[src/rtl/hmin_pkg.sv]
package hmin_pkg;

    localparam int LANE_W_DEF = 16;
    localparam int LANES_DEF  = 8;

    // Bits needed to number n lanes (at least one).
    function automatic int lane_idx_bits(input int n);
        int b;
        b = 1;
        while ((1 << b) < n) b++;
        return b;
    endfunction

endpackage

[src/rtl/hmin_node.sv]
module hmin_node #(
    parameter int VAL_W = 16,
    parameter int IDX_W = 3
) (
    input  logic [VAL_W-1:0] lo_val,
    input  logic [IDX_W-1:0] lo_idx,
    input  logic [VAL_W-1:0] hi_val,
    input  logic [IDX_W-1:0] hi_idx,
    output logic [VAL_W-1:0] win_val,
    output logic [IDX_W-1:0] win_idx
);

    logic take_hi;

    always_comb begin
        // Strictly smaller wins; equal values keep the lower-lane side.
        take_hi = (hi_val < lo_val);
        win_val = take_hi ? hi_val : lo_val;
        win_idx = take_hi ? hi_idx : lo_idx;
    end

endmodule

[src/rtl/hmin_tree.sv]
module hmin_tree #(
    parameter int LANE_W = 16,
    parameter int LANES  = 8,
    parameter int IDX_W  = 3
) (
    input  logic [LANES*LANE_W-1:0] lanes_in,
    output logic [LANE_W-1:0]       min_val,
    output logic [IDX_W-1:0]        min_idx
);

    // Heap layout: node n has children 2n+1 (lower lanes) and 2n+2.
    localparam int NODES  = 2 * LANES - 1;
    localparam int FIRST_LEAF = LANES - 1;

    logic [LANE_W-1:0] heap_val [NODES];
    logic [IDX_W-1:0]  heap_idx [NODES];

    genvar g;
    generate
        for (g = 0; g < LANES; g++) begin : g_leaf
            assign heap_val[FIRST_LEAF+g] = lanes_in[g*LANE_W +: LANE_W];
            assign heap_idx[FIRST_LEAF+g] = IDX_W'(g);
        end
        for (g = 0; g < FIRST_LEAF; g++) begin : g_node
            hmin_node #(
                .VAL_W (LANE_W),
                .IDX_W (IDX_W)
            ) u_node (
                .lo_val  (heap_val[2*g+1]),
                .lo_idx  (heap_idx[2*g+1]),
                .hi_val  (heap_val[2*g+2]),
                .hi_idx  (heap_idx[2*g+2]),
                .win_val (heap_val[g]),
                .win_idx (heap_idx[g])
            );
        end
    endgenerate

    assign min_val = heap_val[0];
    assign min_idx = heap_idx[0];

endmodule

[src/rtl/hmin_pack.sv]
module hmin_pack #(
    parameter int LANE_W = 16,
    parameter int LANES  = 8,
    parameter int IDX_W  = 3
) (
    input  logic [LANE_W-1:0]       min_val,
    input  logic [IDX_W-1:0]        min_idx,
    output logic [LANES*LANE_W-1:0] packed_out
);

    localparam int VEC_W = LANES * LANE_W;

    always_comb begin
        packed_out                       = '0;
        packed_out[LANE_W-1:0]           = min_val;
        packed_out[LANE_W +: LANE_W]     = LANE_W'(min_idx);
    end

endmodule

[src/rtl/hmin_unit.sv]
module hmin_unit #(
    parameter int LANE_W = hmin_pkg::LANE_W_DEF,
    parameter int LANES  = hmin_pkg::LANES_DEF
) (
    input  logic                    clk,
    input  logic                    rst_n,
    input  logic                    in_valid,
    output logic                    in_ready,
    input  logic [LANES*LANE_W-1:0] in_vec,
    output logic                    out_valid,
    output logic [LANES*LANE_W-1:0] out_result
);

    localparam int VEC_W = LANES * LANE_W;
    localparam int IDX_W = hmin_pkg::lane_idx_bits(LANES);

    typedef struct packed {
        logic             ready;
        logic             valid;
        logic [VEC_W-1:0] result;
    } hmin_state_t;

    hmin_state_t st_d, st_q;

    logic              accept;
    logic [LANE_W-1:0] tree_min;
    logic [IDX_W-1:0]  tree_idx;
    logic [VEC_W-1:0]  packed_res;

    hmin_tree #(
        .LANE_W (LANE_W),
        .LANES  (LANES),
        .IDX_W  (IDX_W)
    ) u_tree (
        .lanes_in (in_vec),
        .min_val  (tree_min),
        .min_idx  (tree_idx)
    );

    hmin_pack #(
        .LANE_W (LANE_W),
        .LANES  (LANES),
        .IDX_W  (IDX_W)
    ) u_pack (
        .min_val    (tree_min),
        .min_idx    (tree_idx),
        .packed_out (packed_res)
    );

    assign accept = in_valid && st_q.ready;

    always_comb begin
        st_d       = st_q;
        st_d.ready = 1'b1;
        st_d.valid = accept;
        if (accept) begin
            st_d.result = packed_res;
        end
    end

    always_ff @(posedge clk or negedge rst_n) begin
        if (!rst_n) begin
            st_q <= '0;
        end else begin
            st_q <= st_d;
        end
    end

    assign in_ready   = st_q.ready;
    assign out_valid  = st_q.valid;
    assign out_result = st_q.result;

    // Handshake timing
    AST_VALID_AFTER_ACCEPT: assert property (@(posedge clk) disable iff (!rst_n)
        accept |=> out_valid);
    AST_NO_VALID_WITHOUT_ACCEPT: assert property (@(posedge clk) disable iff (!rst_n)
        !accept |=> !out_valid);
    AST_RESULT_HELD_IDLE: assert property (@(posedge clk) disable iff (!rst_n)
        !accept |=> $stable(out_result));

    // Field layout
    AST_UPPER_ZERO: assert property (@(posedge clk) disable iff (!rst_n)
        out_valid |-> (out_result[VEC_W-1:2*LANE_W] == '0));
    AST_IDX_FIELD_ZEXT: assert property (@(posedge clk) disable iff (!rst_n)
        out_valid |-> (out_result[2*LANE_W-1:LANE_W+IDX_W] == '0));
    AST_IDX_POINTS_AT_MIN: assert property (@(posedge clk) disable iff (!rst_n)
        accept |=> (LANE_W'($past(in_vec) >> (out_result[LANE_W +: IDX_W] * LANE_W))
                    == out_result[LANE_W-1:0]));

    genvar k;
    generate
        for (k = 0; k < LANES; k++) begin : g_lane_chk
            AST_MIN_NOT_ABOVE_LANE: assert property (@(posedge clk) disable iff (!rst_n)
                accept |=> (out_result[LANE_W-1:0] <= $past(in_vec[k*LANE_W +: LANE_W])));
            AST_TIE_LOWEST_LANE: assert property (@(posedge clk) disable iff (!rst_n)
                accept |=> (($past(in_vec[k*LANE_W +: LANE_W]) != out_result[LANE_W-1:0])
                            || (out_result[LANE_W +: IDX_W] <= IDX_W'(k))));
        end
    endgenerate

endmodule

[config.mk]
export PLATFORM = sky130hd
export DESIGN_NAME = hmin_unit
export DESIGN_NICKNAME = d
export VERILOG_FILES = /design/src/rtl/hmin_pkg.sv /design/src/rtl/hmin_node.sv /design/src/rtl/hmin_tree.sv /design/src/rtl/hmin_pack.sv /design/src/rtl/hmin_unit.sv
export SDC_FILE = /design/constraint.sdc
export NUM_CORES = 1
export LEC_CHECK = 0
export ABC_AREA = 1
export CAP_MARGIN = 20
export CORE_ASPECT_RATIO = 2
export CORE_MARGIN = 2
export CORE_UTILIZATION = 30
export CTS_BUF_LIST = sky130_fd_sc_hd__clkbuf_4 sky130_fd_sc_hd__clkbuf_8
export DETAILED_ROUTE_END_ITERATION = 6
export PLACE_DENSITY = 0.72
export SYNTH_ARGS = -nofsm -noshare
export SYNTH_HDL_FRONTEND = slang
export SYNTH_SLANG_ARGS = --single-unit
[constraint.sdc]
create_clock -name clk -period 1.2 [get_ports clk]
set_input_delay 0.3 -clock clk [delete_from_list [all_inputs] [get_ports clk]]
set_output_delay 0.3 -clock clk [all_outputs]
set_load 0.03 [all_outputs]
# [Word-level counts from Yosys, hierarchy flattened]
# Cells that the tools add are included.
[word_totals] regBits=21 inputBits=131 out_inout_bits=130 word_cells=25
[op_classes] magnitude_cmp=7 muxes=14 reduce_logical=1
[op_table] op="$lt 16x16->1" n=7
[op_table] op="$mux 16" n=7
[op_table] op="$mux 1" n=4
[op_table] op="$mux 2" n=2
[op_table] op="$mux 3" n=1
[op_table] op="$logic_and 1x1->1" n=1

# [Logic depth before layout (Yosys ltp)]
[logic_depth] ltp_word=6 ltp_mapped=40 depth_no_buf=37

# [By module]
# A second synthesis with hierarchy kept.
[unflattened] cells_unflattened=1586 area_unflattened_um2=11334.6
[modules_own_cells] module="hmin_node" n_inst=7 cells_per_inst=128 area_per_inst_um2=750.7 seq_area_each_um2=0.0
[modules_own_cells] module="hmin_unit" n_inst=1 cells_per_inst=559 area_per_inst_um2=5107.4 seq_area_each_um2=3253.1
[modules_own_cells] module="hmin_pack" n_inst=1 cells_per_inst=129 area_per_inst_um2=964.7 seq_area_each_um2=0.0
[modules_own_cells] module="hmin_tree" n_inst=1 cells_per_inst=2 area_per_inst_um2=7.5 seq_area_each_um2=0.0

# [Worst setup path before layout]
# OpenSTA, ideal clock, no wires.
[synth_path] path_type="input port to flip-flop" startpoint="in in_vec[37]" endpoint="reg st_q, in the netlist out_result[16]" setup_ns=0.119 t_arrival_ns=5.188 required_ns=1.081 slack_ns=-4.106 path_stages=31 n_path_buf=4 path_cell_list="inv_1 ha_1 a21oi_1 nor2_1 nor3_2 nand2_1 nand2_2 nand2_2 inv_1 clkbuf_1 clkbuf_1 nand2_1 o21ai_0 ha_1 a21oi_1 nand3b_1 a21oi_1 a2111oi_0 nand2_2 clkbuf_1 nand2_1 o21ai_0 ha_1 a21oi_1 nand3b_1 a21oi_1 a2111oi_2 clkbuf_1 nand3_1 nand3_1 nand2_1"
[synth_between] elab_chain_len=6 elab_cells_between_ends=8 classes_between="order compare (3); mux (5)"
[synth_lines] item="from (decl)" line="hmin_unit.sv:9" text="input logic [LANES*LANE_W-1:0] in_vec,"
[synth_lines] item="$lt 16x16->1" line="hmin_node.sv:17" text="take_hi = (hi_val < lo_val);"
[synth_lines] item="$mux 16" line="hmin_node.sv:18" text="win_val = take_hi ? hi_val : lo_val;"
[synth_lines] item="$lt 16x16->1" line="hmin_node.sv:17"
[synth_lines] item="$mux 16" line="hmin_node.sv:18"
[synth_lines] item="$lt 16x16->1" line="hmin_node.sv:17"
[synth_lines] item="$mux 3 *" line="hmin_node.sv:19" text="win_idx = take_hi ? hi_idx : lo_idx;"
[synth_lines] item="to (signal assigned)" line="hmin_unit.sv:65" text="st_q <= st_d;"
[synth_lines] item="to (decl)" line="hmin_unit.sv:23" text="hmin_state_t st_d, st_q;"
# Mark *: on every way between the ends. The rest lies on a longest branch, timed or not.
# A chain may end at the register's enable or synchronous reset.

# [Final worst setup path]
[layout_path] startpoint="in in_vec[81]" endpoint="reg st_q, in the netlist out_result[17]"
[layout_between] elab_chain_len=6 elab_cells_between_ends=7 classes_between="order compare (3); mux (4)"
[layout_lines] item="$lt 16x16->1" line="hmin_node.sv:17"
[layout_lines] item="$mux 16 *" line="hmin_node.sv:18"
[layout_lines] item="$lt 16x16->1" line="hmin_node.sv:17"
[layout_lines] item="$mux 16" line="hmin_node.sv:18"
[layout_lines] item="$lt 16x16->1" line="hmin_node.sv:17"
[layout_lines] item="$mux 3 *" line="hmin_node.sv:19"
# Marks and branches as above.

==> results.py <==
metrics = {
    "yosys": {
        "async_reset_ff_share_pct": 100,
        "synth_edf_count": 0,
        "netlist_top_cells_area": "ha_1 24%, nand2_1 17%, buf_4 15%",
        "ys.flop_type": "dfrtp_1",
        "syn_inst": 875,
        "synth_common_cells": "255 x nand2_1, 109 x buf_4, 104 x ha_1",
        "synthMuxAreaShare_pct": 0,
        "yosys.area.top_type": "ha_1",
        "yosysSeqAreaShare_pct": 9.60,
        "yosysUniqueCellTypes": 32,
        "synth_area_um2": 5470,
        "ys.warnings.count": 0,
        "synth-simple-area-share_pct": 28.1,
        "netlist.area_leader.share_pct": 23.8,
        "ys_seq_elements": 21,
        "yosys.area_share.adder_pct": 23.8,
        "yosysMostFrequentCell": "nand2_1",
        "avgSynthCellArea_um2": 6.25,
        "synth_compound_area_share_pct": 14.4,
        "synth_top_family_by_area": "simple AND/OR/NAND/NOR gates",
        "synthXorXnorAreaFrac_pct": 0,
    },
    "final_layout": {
        "diodes": 0,
        "drive_gt1_share_pct": 53.5,
        "design_area_um2": 11000,
        "area_delta_synth_final_pct": 101,
        "fin_nets": 1517,
    },
    "placement": {
        "placedInstanceArea_um2": 8370,
        "finalWeightedCongestion": 0.893,
        "portBuffers": 151,
        "dpl.hpwl_um": 15700,
    },
    "cts": {
        "path_clk_slew_ns": 0.08,
        "cts_inserted_buffers": 3,
        "cts_buffer_depth": 2,
        "cts-root-buf": "clkbuf_8",
        "cts_sinks": 21,
        "clk_latency_ns": 0.28,
        "htree_levels": 1,
        "tritoncts": "built",
        "cts_hold_buf": 0,
    },
    "power": {
        "ir_drop_v": 0.000610,
        "powerDensity_nw_per_um2": 1260,
        "leakage_nw": 5.55,
    },
    "critical_path": {
        "critPathLaunch": "in_vec[81]",
        "endpoint_kind": "flop",
        "cp_num_buf_inv": 6,
        "crit_path_top_delay_cell": "ha_1",
        "cp.arrival_ns": 4.79,
        "r2r-start": "in_ready$_DFF_PN0_",
        "cp_top_family": "simple AND/OR/NAND/NOR gates",
        "crit_path_max_fanout": 6,
        "max_stage_delay_ns": 0.30,
        "start_kind": "input pin",
        "critical_path_class": "in2reg",
        "worstPathRequired_ns": 1.42,
        "path_common_cell": "nand2_1",
    },
    "timing": {
        "setup_ws_ns": -3.37,
        "hold_viol_final": 0,
        "maxSlewViolCount": 0,
        "final.period_utilization_pct": 381,
        "final-setup-viol-count": 19,
        "finalSetupTns_ns": -63.30,
        "period_minus_slack_ns": 4.57,
        "finalClockSkew_ns": 0.00206,
        "max_freq_ghz": 0.219,
        "rsz0062_at_grt": "true",
    },
    "worst_hold_path": {
        "hold_class": "in2async",
    },
    "route": {
        "post_drt_wl_per_cell_um": 16.7,
        "drt-total-wl_um": 24900,
        "ant_nets": 0,
        "dr.first_iter.drc_count": 294,
        "vias": 7356,
        "viasPerCell": 4.92,
        "first_pass_iters": 5,
        "drc_errors": 0,
    },
    "floorplan": {
        "die_x_um": 99.5,
        "rows": 69,
        "fp.coreArea_um2": 17800,
        "initial_core_util_pct": 30.8,
        "dieArea_um2": 19400,
        "ios": 261,
        "die_y_um": 195,
    },
    "global_route": {
        "grt_pass1_wl_um": 35400,
        "grt_max_degree": 22,
        "grt_pass1_vias": 7482,
        "grt_util_all_layers_pct": 22.7,
        "grt_overflow_total": 0,
        "grt_antenna_before_repair": 0,
    },
    "job": {
        "drv_cap": 0,
    },
    "outcome": {
        "violations": "negative setup slack",
        "status": "finished, violations left",
    },
}
placed cells by master, fill, tap and decap left out, types with 29 or more instances in the layout:
master         count
nand2_1          193
inv_1             46
o21ai_1           29
ha_1              31
buf_12            29
ha_4              66
o21ai_2           40
inv_2             52
conb_1           110
buf_4            232
dlygate4sd2_1     48
nand2_2           52
where the power goes:
part / total (mW) / switching, mW / leakage (nW) / internal [mW]
clock: 0.500 / 0.267 / 0.0255 / 0.233
sequential: 1.44 / 0.407 / 0.252 / 1.04
combinational: 11.9 / 6.16 / 5.28 / 5.73
registers in the layout (all words and copies together), names as in the netlist:
name,count
in_ready,1
out_result,19
out_valid,1
area by class of cell:
class | instances | area, um^2
Timing Repair inverter | 2 | 16.3
Sequential cell | 21 | 531
Clock inverter | 1 | 5.00
Fill cell | 1384 | 6790
Inverter | 105 | 435
Clock buffer | 3 | 41.3
Timing Repair Buffer | 418 | 3810
Multi-Input combinational cell | 731 | 5890
Tap cell | 213 | 267
what timing repair did:
item                                    in CTS  in global routing
buffers inserted                            88                 18
endpoints found under the setup margin      23                 22
cloned                                      16                  1
gates resized for setup                    597                137
pin swaps                                  153                 62
hold endpoints to repair                     0                  0
routing by layer:
metal	global-route usage, %	routed length (um)	vias up
li1	-	-	3461
met1	18.3	7330	3407
met2	49.3	14300	377
met3	1.36	1250	111
met4	13.6	1970	0
met5	0	0	-
final timing paths:
| kind | end | slack, ns | depth (start not counted) |
|---|---|---|---|
| setup / recovery | out_result[17]$_DFFE_PN0P_ | -3.37 | 34 |
| hold / removal | in_ready$_DFF_PN0_ | 0.36 | 2 |
| setup reg to reg | out_result[17]$_DFFE_PN0P_ | 0.15 | 5 |
| hold reg to reg | out_result[18]$_DFFE_PN0P_ | 0.50 | 2 |
| max in group asynchronous | out_result[0]$_DFFE_PN0P_ | 0.69 | 2 |
| min in group clk | out_result[18]$_DFFE_PN0P_ | 0.50 | 2 |
per-stage QoR:
step	utilization, %	setup WS, ns	hold slack (ns)	instances	power (mW)
finish	61.8	-3.37	0.355	1494	13.8
global route	61.8	-3.56	0.375	1494	14.6
CTS	58.8	-3.22	0.359	1479	12.8
detailed placement	47.1	-4.39	0.492	1374	9.80
global placement	47.1	-4.34	0.477	1374	9.64
floorplan	-	-3.47	0.00441	983	6.10
logic make-up (layout without fill, tap and decap cells):
family | Yosys count | after routing
DFF | 21 | 21
AOI/OAI and AO/OA | 149 | 149
adders and majority gates | 104 | 104
other | 2 | 110
and+or+nand+nor | 361 | 368
buffers and inverters | 238 | 529
Note: power is estimated with default switching activity, not from simulation.
